**src/rtl/hs_pkg.sv**
```systemverilog
package hs_pkg;
  localparam int WORD_W       = 32;
  localparam int NUM_RT       = 2;
  localparam int LINKS_PER_RT = 4;
  localparam int FEC_W        = 2;
  localparam int FEC_LSB      = 8;
  localparam int FEC_BITS     = NUM_RT * LINKS_PER_RT * FEC_W;
  localparam int DONE_BIT     = 0;
  localparam int START_BIT    = 1;
  localparam int GRP_LSB      = 8;
  localparam int GRP_W        = 8;
  localparam int ID_W         = 8;

  localparam int unsigned ADDR_CTRL   = 32'h1000;
  localparam int unsigned ADDR_VER    = 32'h1004;
  localparam int unsigned ADDR_MODE0  = 32'h1020;
  localparam int unsigned MODE_STRIDE = 4;

  typedef enum logic [FEC_W-1:0] {
    FEC_NONE     = 2'd0,
    FEC_FIRECODE = 2'd1,
    FEC_RS       = 2'd2
  } fec_e;

  typedef enum logic [ID_W-1:0] {
    RT_RESET      = 8'd0,
    RT_4X10G      = 8'd1,
    RT_4X25G      = 8'd2,
    RT_2X25G      = 8'd3,
    RT_2X25G_2X10 = 8'd4,
    RT_1X25G      = 8'd5
  } rt_mode_e;
endpackage

```
**src/rtl/hs_regfile.sv**
```systemverilog
module hs_regfile
  import hs_pkg::*;
#(
  parameter int ADDR_W = 13
) (
  input  logic                           clk,
  input  logic                           rst,
  input  logic                           h_wr_en,
  input  logic                           h_rd_en,
  input  logic [ADDR_W-1:0]              h_addr,
  input  logic [WORD_W-1:0]              h_wdata,
  output logic [WORD_W-1:0]              h_rdata,
  output logic                           h_rvalid,
  input  logic                           e_wr_en,
  input  logic [ADDR_W-1:0]              e_addr,
  input  logic [WORD_W-1:0]              e_wdata,
  output logic                           done_q,
  output logic                           start_q,
  output logic [FEC_BITS-1:0]            fec_q,
  output logic [WORD_W-1:0]              ver_q,
  output logic [NUM_RT-1:0][WORD_W-1:0]  mode_q
);
  localparam logic [ADDR_W-1:0] A_CTRL = ADDR_W'(ADDR_CTRL);
  localparam logic [ADDR_W-1:0] A_VER  = ADDR_W'(ADDR_VER);

  logic h_ctrl_we, e_ctrl_we, e_ver_we;
  logic [WORD_W-1:0] ctrl_word, rd_mux;

  assign h_ctrl_we = h_wr_en && (h_addr == A_CTRL);
  assign e_ctrl_we = e_wr_en && (e_addr == A_CTRL);
  assign e_ver_we  = e_wr_en && (e_addr == A_VER);

  logic unused_wbits;
  assign unused_wbits = ^{h_wdata[WORD_W-1:FEC_LSB+FEC_BITS],
                          h_wdata[FEC_LSB-1:START_BIT+1], h_wdata[DONE_BIT]};

  always_ff @(posedge clk) begin
    if (rst) begin
      done_q  <= 1'b0;
      start_q <= 1'b0;
      fec_q   <= '0;
      ver_q   <= '0;
    end else begin
      if (h_ctrl_we) begin
        start_q <= h_wdata[START_BIT];
        fec_q   <= h_wdata[FEC_LSB +: FEC_BITS];
      end
      if (e_ctrl_we && e_wdata[DONE_BIT]) done_q <= 1'b1;
      if (e_ver_we) ver_q <= e_wdata;
    end
  end

  for (genvar r = 0; r < NUM_RT; r++) begin : g_mode
    localparam logic [ADDR_W-1:0] A_MODE = ADDR_W'(ADDR_MODE0 + r * MODE_STRIDE);
    always_ff @(posedge clk) begin
      if (rst) mode_q[r] <= '0;
      else if (e_wr_en && (e_addr == A_MODE)) mode_q[r] <= e_wdata;
    end

    assert_host_no_mode_wr_R4: assert property (@(posedge clk) disable iff (rst)
      (h_wr_en && h_addr == A_MODE && !(e_wr_en && e_addr == A_MODE)) |=> $stable(mode_q[r]));
  end

  always_comb begin
    ctrl_word = '0;
    ctrl_word[DONE_BIT]  = done_q;
    ctrl_word[START_BIT] = start_q;
    ctrl_word[FEC_LSB +: FEC_BITS] = fec_q;
  end

  always_comb begin
    rd_mux = '0;
    if (h_addr == A_CTRL) rd_mux = ctrl_word;
    if (h_addr == A_VER)  rd_mux = ver_q;
    for (int r = 0; r < NUM_RT; r++) begin
      if (h_addr == ADDR_W'(ADDR_MODE0 + r * MODE_STRIDE)) rd_mux = mode_q[r];
    end
  end

  always_ff @(posedge clk) begin
    if (rst) begin
      h_rdata  <= '0;
      h_rvalid <= 1'b0;
    end else begin
      h_rvalid <= h_rd_en;
      if (h_rd_en) h_rdata <= rd_mux;
    end
  end

  assert_done_sticky_R5: assert property (@(posedge clk) disable iff (rst)
    done_q |=> done_q);

  assert_emb_no_req_wr_R2: assert property (@(posedge clk) disable iff (rst)
    (e_wr_en && !h_ctrl_we) |=> ($stable(start_q) && $stable(fec_q)));

  assert_host_no_ver_wr_R4: assert property (@(posedge clk) disable iff (rst)
    (h_wr_en && h_addr == A_VER && !e_ver_we) |=> $stable(ver_q));
endmodule

```
**src/rtl/hs_status.sv**
```systemverilog
module hs_status
  import hs_pkg::*;
(
  input  logic                          clk,
  input  logic                          rst,
  input  logic                          done,
  input  logic [WORD_W-1:0]             ver,
  input  logic [NUM_RT-1:0][WORD_W-1:0] mode,
  output logic                          fw_absent,
  output logic                          cfg_ok,
  output logic                          fec_active
);
  logic [NUM_RT-1:0] grp_ok, fec_cap;
  logic [NUM_RT-1:0][WORD_W-GRP_LSB-GRP_W-1:0] unused_hi;

  for (genvar r = 0; r < NUM_RT; r++) begin : g_rt
    logic [ID_W-1:0] id;
    assign id         = mode[r][ID_W-1:0];
    assign grp_ok[r]  = (mode[r][GRP_LSB +: GRP_W] == '0);
    assign fec_cap[r] = !((id == RT_RESET) || (id == RT_4X10G));
    assign unused_hi[r] = mode[r][WORD_W-1:GRP_LSB+GRP_W];
  end

  always_ff @(posedge clk) begin
    if (rst) begin
      fw_absent  <= 1'b1;
      cfg_ok     <= 1'b0;
      fec_active <= 1'b0;
    end else begin
      fw_absent  <= (ver == '0);
      cfg_ok     <= done && (&grp_ok);
      fec_active <= |fec_cap;
    end
  end

  assert_cfg_needs_done_R11: assert property (@(posedge clk) disable iff (rst)
    cfg_ok |-> $past(done));
endmodule

```
**src/rtl/hs_spi_own.sv**
```systemverilog
module hs_spi_own #(
  parameter int NUM_CS = 2
) (
  input  logic              clk,
  input  logic              rst,
  input  logic              done,
  input  logic              e_sclk,
  input  logic              e_mosi,
  input  logic [NUM_CS-1:0] e_cs_n,
  output logic              e_miso,
  input  logic              h_sclk,
  input  logic              h_mosi,
  input  logic [NUM_CS-1:0] h_cs_n,
  output logic              h_miso,
  output logic              spi_sclk,
  output logic              spi_mosi,
  output logic [NUM_CS-1:0] spi_cs_n,
  input  logic              spi_miso,
  output logic              owner_host
);
  logic e_idle;
  assign e_idle = &e_cs_n;

  always_ff @(posedge clk) begin
    if (rst) owner_host <= 1'b0;
    else if (done && e_idle) owner_host <= 1'b1;
  end

  always_ff @(posedge clk) begin
    if (rst) begin
      spi_sclk <= 1'b0;
      spi_mosi <= 1'b0;
      spi_cs_n <= '1;
    end else if (owner_host) begin
      spi_sclk <= h_sclk;
      spi_mosi <= h_mosi;
      spi_cs_n <= h_cs_n;
    end else begin
      spi_sclk <= e_sclk;
      spi_mosi <= e_mosi;
      spi_cs_n <= e_cs_n;
    end
  end

  assign e_miso = spi_miso && !owner_host;
  assign h_miso = spi_miso && owner_host;

  assert_owner_sticky_R9: assert property (@(posedge clk) disable iff (rst)
    owner_host |=> owner_host);

  assert_grant_gate_R8: assert property (@(posedge clk) disable iff (rst)
    $rose(owner_host) |-> ($past(done) && $past(e_idle)));

  assert_handover_idle_R8: assert property (@(posedge clk) disable iff (rst)
    $rose(owner_host) |-> (&spi_cs_n));
endmodule

```
**src/rtl/init_handshake_arbiter.sv**
```systemverilog
module init_handshake_arbiter
  import hs_pkg::*;
#(
  parameter int ADDR_W = 13,
  parameter int NUM_CS = 2
) (
  input  logic              clk,
  input  logic              rst,
  input  logic              host_wr_en,
  input  logic              host_rd_en,
  input  logic [ADDR_W-1:0] host_addr,
  input  logic [31:0]       host_wdata,
  output logic [31:0]       host_rdata,
  output logic              host_rvalid,
  input  logic              emb_wr_en,
  input  logic [ADDR_W-1:0] emb_addr,
  input  logic [31:0]       emb_wdata,
  output logic              emb_start,
  output logic [15:0]       emb_fec_req,
  input  logic              emb_sclk,
  input  logic              emb_mosi,
  input  logic [NUM_CS-1:0] emb_cs_n,
  output logic              emb_miso,
  input  logic              host_sclk,
  input  logic              host_mosi,
  input  logic [NUM_CS-1:0] host_cs_n,
  output logic              host_miso,
  output logic              spi_sclk,
  output logic              spi_mosi,
  output logic [NUM_CS-1:0] spi_cs_n,
  input  logic              spi_miso,
  output logic              host_owns,
  output logic              fw_absent,
  output logic              cfg_ok,
  output logic              fec_active
);
  logic                          done_q;
  logic [WORD_W-1:0]             ver_q;
  logic [NUM_RT-1:0][WORD_W-1:0] mode_q;

  hs_regfile #(.ADDR_W(ADDR_W)) u_regs (
    .clk      (clk),
    .rst      (rst),
    .h_wr_en  (host_wr_en),
    .h_rd_en  (host_rd_en),
    .h_addr   (host_addr),
    .h_wdata  (host_wdata),
    .h_rdata  (host_rdata),
    .h_rvalid (host_rvalid),
    .e_wr_en  (emb_wr_en),
    .e_addr   (emb_addr),
    .e_wdata  (emb_wdata),
    .done_q   (done_q),
    .start_q  (emb_start),
    .fec_q    (emb_fec_req),
    .ver_q    (ver_q),
    .mode_q   (mode_q)
  );

  hs_status u_status (
    .clk        (clk),
    .rst        (rst),
    .done       (done_q),
    .ver        (ver_q),
    .mode       (mode_q),
    .fw_absent  (fw_absent),
    .cfg_ok     (cfg_ok),
    .fec_active (fec_active)
  );

  hs_spi_own #(.NUM_CS(NUM_CS)) u_own (
    .clk        (clk),
    .rst        (rst),
    .done       (done_q),
    .e_sclk     (emb_sclk),
    .e_mosi     (emb_mosi),
    .e_cs_n     (emb_cs_n),
    .e_miso     (emb_miso),
    .h_sclk     (host_sclk),
    .h_mosi     (host_mosi),
    .h_cs_n     (host_cs_n),
    .h_miso     (host_miso),
    .spi_sclk   (spi_sclk),
    .spi_mosi   (spi_mosi),
    .spi_cs_n   (spi_cs_n),
    .spi_miso   (spi_miso),
    .owner_host (host_owns)
  );
endmodule

```
**config.mk**
```make
export PLATFORM = sky130hd
export DESIGN_NAME = init_handshake_arbiter
export DESIGN_NICKNAME = d
export VERILOG_FILES = /design/src/rtl/hs_pkg.sv /design/src/rtl/hs_regfile.sv /design/src/rtl/hs_status.sv /design/src/rtl/hs_spi_own.sv /design/src/rtl/init_handshake_arbiter.sv
export SDC_FILE = /design/constraint.sdc
export NUM_CORES = 1
export LEC_CHECK = 0
export ABC_AREA = 1
export ABC_CLOCK_PERIOD_IN_PS = 2530
export BUFFER_PORTS_ARGS = -buffer_cell sky130_fd_sc_hd__buf_2
export CORE_ASPECT_RATIO = 1.75
export CORE_UTILIZATION = 50
export DETAILED_ROUTE_END_ITERATION = 10
export MAX_ROUTING_LAYER = met4
export PLACE_DENSITY_LB_ADDON = 0.05
export SYNTH_ARGS = -nofsm -noshare
export SYNTH_HDL_FRONTEND = slang
export SYNTH_SLANG_ARGS = --single-unit
```
**constraint.sdc**
```tcl
create_clock -name clk -period 2.53 [get_ports clk]
set_input_delay 0.759 -clock clk [delete_from_list [all_inputs] [get_ports clk]]
set_output_delay 0.759 -clock clk [all_outputs]
set_load 0.01 [all_outputs]
```
==> results.py, run 1 <==
metrics = {
    "cts": {
        "postCtsSetupBuffers": 0,
        "cts_tree": "yes",
        "cts.sinks": 155,
        "cts_buffers": 17,
        "holdBufCountCts": 0,
        "cts_max_path_buffers": 2,
        "clk_latency_ns": 0.42,
        "path_clk_slew_ns": 0.06,
        "ctsResizeCount": 0,
        "htree_levels": 4,
        "root_buffer": "clkbuf_16",
    },
    "die": {
        "core_area_um2": 13400,
        "ios": 164,
        "die_h_um": 156,
        "rows": 56,
        "die_w_um": 90.2,
        "dieArea_um2": 14100,
        "initial_core_util": 0.509,
    },
    "sta": {
        "finalClockSkew_ns": 0.00860,
        "max_freq_mhz": 540,
        "drv_slew": 0,
        "fin_crit_sh": 0.732,
        "report.final.hold_viol_count": 0,
        "fin_crit_ns": 1.85,
        "rsz0062_at_grt": "false",
        "worst_pin_slew_ns": 0.524,
        "max-slew-margin-rel": 0.650,
        "fin_tns_setup_ns": 0,
        "setup_viol": 0,
    },
    "power": {
        "p_seq_frac": 0.456,
        "switching_share": 0.213,
        "p_comb_frac": 0.048,
        "pwr-share-clk": 0.496,
        "p_int_uw": 4220,
        "fin_total_pwr_uw": 5360,
        "vdd.ir_drop.worst_mv": 0.490,
        "switchingPower_uw": 1140,
        "powerDensity_nw_per_um2": 646,
        "cellLeakagePower_uw": 0.00346,
    },
    "route": {
        "vias_per_cell": 5.25,
        "antenna_left": 0,
        "drt_first_pass_iters": 7,
        "drtIter0Drc": 262,
        "wl_mm": 18.1,
        "drc": 0,
        "post_drt_wl_per_cell_um": 14.9,
        "vias": 6378,
    },
    "finish": {
        "final_nets": 1134,
        "final_common_cell": "dfxtp_1",
        "fin_area_um2": 8290,
        "drive_gt1_frac": 0.252,
        "layout_common_cells": "dfxtp_1 (155), buf_2 (148), a21oi_1 (110), inv_1 (102), nand2_1 (101)",
        "fill_cells": 1310,
        "area_growth_pct": 21.7,
        "antennaDiodeCount": 0,
    },
    "worst_setup_path": {
        "crit_arrival_ns": 1.09,
        "startpoint_type": "flip-flop",
        "cp_max_fo": 8,
        "path_delay_family": "flip-flops",
        "end_kind": "primary output",
        "crit_chain": "nand2_1, inv_1, buf_2",
        "path_buf_inv": 2,
        "max_stage_delay_ns": 0.44,
        "critPathKind": "reg2out",
        "slowest_stage": "dfxtp_1",
        "crit_required_ns": 1.77,
    },
    "synth": {
        "synth_fp_nets": 1006,
        "seq_area_frac_synth": 0.455,
        "synth-edff-count": 0,
        "synth.distinct_cells": 32,
        "syn-mean-instance-area_um2": 7.55,
        "synth_top_area_frac": 0.455,
        "async_flop_share": 0,
        "yosys.area.top_type": "dfxtp_1",
        "ys_ff_latch": 155,
        "synth_area_um2": 6810,
        "synthTopCellsByArea": "dfxtp_1 (46%), a21oi_1 (8.1%), inv_1 (5.7%)",
        "synth_warnings": 0,
        "syn_inst": 902,
        "synthFlopType": "dfxtp_1",
    },
    "global_route": {
        "grt_pass1_vias": 5987,
        "grt_pass1_wl_mm": 29.3,
        "grt_overflow": 0,
        "grt.total_usage": 0.270,
        "grt_max_degree": 71,
        "antenna_found_initial": 0,
    },
    "placement": {
        "postPlaceCellArea_um2": 7680,
        "portBuffers": 148,
        "place.gp.congestion": 0.839,
        "place.detailed.hpwl_mm": 12.1,
    },
    "flow_run": {
        "drv_cap": 0,
    },
    "status": {
        "status": "complete, no violations",
    },
    "hold_path": {
        "hp-class": "reg2reg",
    },
}
flip-flops by register name, summed over array words and instances, names as in the netlist, 2 cells and up:
name / count
u_own.spi_cs_n: 2
u_regs.ver_q: 32
u_regs.mode_q: 64
u_regs.h_rdata: 32
u_regs.fec_q: 16
logic make-up after synthesis:
| kind of cell | Yosys count | synth area share |
|---|---|---|
| compound gates | 239 | 0.181 |
| buf+inv | 166 | 0.106 |
| flops | 155 | 0.455 |
| simple gates | 342 | 0.257 |
synth_stat cells, types with 2 or more instances:
| cell type | count |
|---|---|
| dfxtp_1 | 155 |
| a21oi_1 | 110 |
| inv_1 | 103 |
| nand2_1 | 103 |
| nand3_1 | 77 |
| o21ai_1 | 71 |
| nor2_1 | 70 |
| o21ai_0 | 47 |
| clkbuf_1 | 26 |
| nand4_1 | 25 |
| nand2_2 | 21 |
| buf_2 | 19 |
| nand3_2 | 11 |
| nor4_1 | 11 |
| a21oi_2 | 10 |
| buf_4 | 8 |
| nand2_4 | 4 |
| nor2_2 | 4 |
| nor2_8 | 4 |
| dlygate4sd1_1 | 3 |
| inv_2 | 3 |
| nor2_4 | 3 |
| nor3_1 | 3 |
| and2_4 | 2 |
| buf_6 | 2 |
tightest hold or removal path: cells and delay by family, from the launching register on:
family | cells | cell delay (ns)
DFF | 1 | 0.30
buffers and inverters | 1 | 0.04
AOI/OAI and AO/OA | 1 | 0.05
cell type report:
cell class | instances | area (um^2) | share of cell area
Clock inverter | 10 | 168 | 0.0202
Timing Repair Buffer | 169 | 961 | 0.116
Tap cell | 174 | 218 | 0.0262
Inverter | 106 | 398 | 0.0480
Multi-Input combinational cell | 581 | 3000 | 0.361
Clock buffer | 21 | 450 | 0.0543
Sequential cell | 155 | 3100 | 0.374
power groups by stage:
stage                     registers (uW)  clock network [uW]  logic [uW]
final                               2450                2660         255
after global routing                2440                2810         282
after CTS                           2450                2700         256
after detailed placement            2500                   0         255
after global placement              2500                   0         252
after floorplan                     2500                   0         126
metrics by stage:
step                hold WS (ns)  setup WS (ns)  cells   util
global route               0.459          0.588   1216  0.620
CTS                        0.445          0.655   1216  0.620
global placement           0.428          0.296   1185  0.574
finish                     0.443          0.679   1216  0.620
floorplan                  0.420          0.646    902      -
detailed placement         0.435          0.293   1185  0.574
metal layers:
layer  global-route usage  vias to the layer above  share of wire
met5                    -                        -              0
met4               0.0853                        0          0.016
met3               0.0437                       24          0.036
met2                0.490                      156           0.53
met1                0.301                     2949           0.42
li1                     -                     3249              -
path summary, 6_finish.rpt:
| path | start | to | slack (ns) | cells after the start |
|---|---|---|---|---|
| max | u_own.owner_host | host_miso | 0.68 | 3 |
| min | u_regs.mode_q[56] | u_regs.mode_q[56] | 0.44 | 2 |
| max reg2reg | u_regs.ver_q[4] | u_status.fw_absent | 1.20 | 3 |
| min reg2reg | u_regs.mode_q[56] | u_regs.mode_q[56] | 0.44 | 2 |
(Power assumes the default switching activity.)
==> run 2, diff against run 1 <==
ABC_CLOCK_PERIOD_IN_PS = 1700   (was 2530)
CORE_UTILIZATION = 48   (was 50)
clock period = 1.7 ns   (was 2.53 ns; I/O delays follow)
==> results.py, run 2 (same netlist as run 1, synthesis figures left out) <==
metrics = {
    "status": {
        "status": "complete, no violations",
    },
    "finish": {
        "fin_area_um2": 8470,
        "largestRegisters": "u_regs.mode_q (64), u_regs.h_rdata (32), u_regs.ver_q (32)",
        "antennaDiodeCount": 0,
        "largest_register": "u_regs.mode_q",
        "final_nets": 1148,
        "layout_common_cells": "dfxtp_1 (154), buf_2 (148), a21oi_1 (110), inv_1 (102), nand2_1 (101)",
        "drive_gt1_frac": 0.266,
        "area_growth_pct": 24.3,
        "final_common_cell": "dfxtp_1",
        "largest_reg_flops": 64,
    },
    "die": {
        "rows": 57,
        "die_h_um": 160,
        "die_w_um": 92.1,
        "dieArea_um2": 14700,
        "core_area_um2": 13800,
        "initial_core_util": 0.492,
        "ios": 164,
    },
    "sta": {
        "fin_crit_sh": 0.910,
        "drv_slew": 0,
        "fin_crit_ns": 1.55,
        "report.final.hold_viol_count": 0,
        "setup_viol": 0,
        "max-slew-margin-rel": 0.611,
        "worst_pin_slew_ns": 0.578,
        "max_freq_mhz": 646,
        "rsz0062_at_grt": "false",
        "finalClockSkew_ns": 0.00856,
        "fin_ws_ns": 0.153,
    },
    "global_route": {
        "grt_overflow": 0,
        "grt_max_degree": 65,
        "grt_pass1_vias": 6135,
        "grt_pass1_wl_mm": 29.4,
        "grt.total_usage": 0.263,
        "antenna_found_initial": 0,
    },
    "cts": {
        "cts_tree": "yes",
        "postCtsSetupBuffers": 0,
        "path_clk_slew_ns": 0.06,
        "cts.sinks": 155,
        "cts_buffers": 17,
        "htree_levels": 4,
        "holdBufCountCts": 0,
        "cts_max_path_buffers": 2,
        "ctsResizeCount": 0,
        "clk_latency_ns": 0.42,
        "root_buffer": "clkbuf_16",
    },
    "route": {
        "drc": 0,
        "vias_per_cell": 5.10,
        "post_drt_wl_per_cell_um": 14.6,
        "drtIter0Drc": 281,
        "vias": 6294,
        "wl_mm": 18.0,
        "antenna_left": 0,
        "drt_first_pass_iters": 4,
    },
    "worst_setup_path": {
        "critPathKind": "reg2out",
        "ff2ff_path_depth": 3,
        "path_buf_inv": 2,
        "worstReg2RegEnd": "u_status.fw_absent",
        "r2r_slack_ns": 0.22,
        "crit_required_ns": 1.19,
        "startpoint_type": "flip-flop",
        "path_delay_family": "flip-flops",
        "crit_arrival_ns": 1.04,
        "max_stage_delay_ns": 0.39,
        "crit_chain": "nand2_1, inv_1, buf_2",
        "cp_max_fo": 8,
        "end_kind": "primary output",
        "reg2reg_from": "u_regs.ver_q[4]",
        "slowest_stage": "dfxtp_2",
    },
    "placement": {
        "place.detailed.hpwl_mm": 12.4,
        "postPlaceCellArea_um2": 7910,
        "portBuffers": 148,
        "place.gp.congestion": 0.850,
        "pre_cts_slack_ns": -0.183,
    },
    "power": {
        "powerDensity_nw_per_um2": 894,
        "cellLeakagePower_uw": 0.00354,
        "vdd.ir_drop.worst_mv": 0.614,
    },
    "hold_path": {
        "min_path_cells": 3,
        "hold_path_end": "u_own.spi_cs_n[0]",
        "holdCritStartpoint": "host_cs_n[0]",
        "hp-class": "in2reg",
    },
    "flow_run": {
        "drv_cap": 0,
    },
}
run 2: stage by stage:
step                setup TNS, ns  hold slack [ns]  power, uW  instances  utilization
floorplan                       0            0.420       3910        902            -
global placement            -8.47            0.427       4110       1202        0.572
detailed placement         -10.77            0.433       4110       1202        0.572
CTS                             0            0.288       7650       1234        0.612
global route                    0            0.307       7830       1234        0.612
finish                          0            0.300       7570       1234        0.612
run 2: worst reg2reg max path: stages, from the launching register on:
cell	delay, ns
dfxtp_1	0.33
nor4_1	0.55
nand4_1	0.25
o21ai_0	0.27
run 2: how the worst max path moves through the flow:
stage	start	end	slack [ns]	cells past startpoint
floorplan	emb_addr[1]	u_regs.mode_q[26]	0.07	7
global placement	emb_addr[11]	u_regs.mode_q[27]	-0.16	9
detailed placement	emb_addr[11]	u_regs.mode_q[29]	-0.18	9
CTS	u_own.owner_host	host_miso	0.06	3
global route	u_own.owner_host	host_miso	0.08	3
finish	u_own.owner_host	host_miso	0.15	3
run 2: layout make-up:
cell class                      instances  area (um^2)
Multi-Input combinational cell        581         3000
Clock buffer                           19          443
Timing Repair Buffer                  183         1190
Tap cell                              177          221
Clock inverter                         13          114
Fill cell                            1373         5370
Inverter                              106          398
Sequential cell                       155         3100
run 2: layer usage:
layer | up-vias | GRT usage | wire length, um
met5 | - | - | 0
met4 | 0 | 0.0895 | 302
met3 | 19 | 0.0448 | 733
met2 | 161 | 0.456 | 9290
met1 | 2830 | 0.303 | 7650
li1 | 3284 | - | -
run 2: report_power, final:
group          total, uW  internal, uW  switching (uW)
logic                391           153             238
clock network       3540          1940            1600
registers           3640          3640            1.66
total               7570          5730            1840
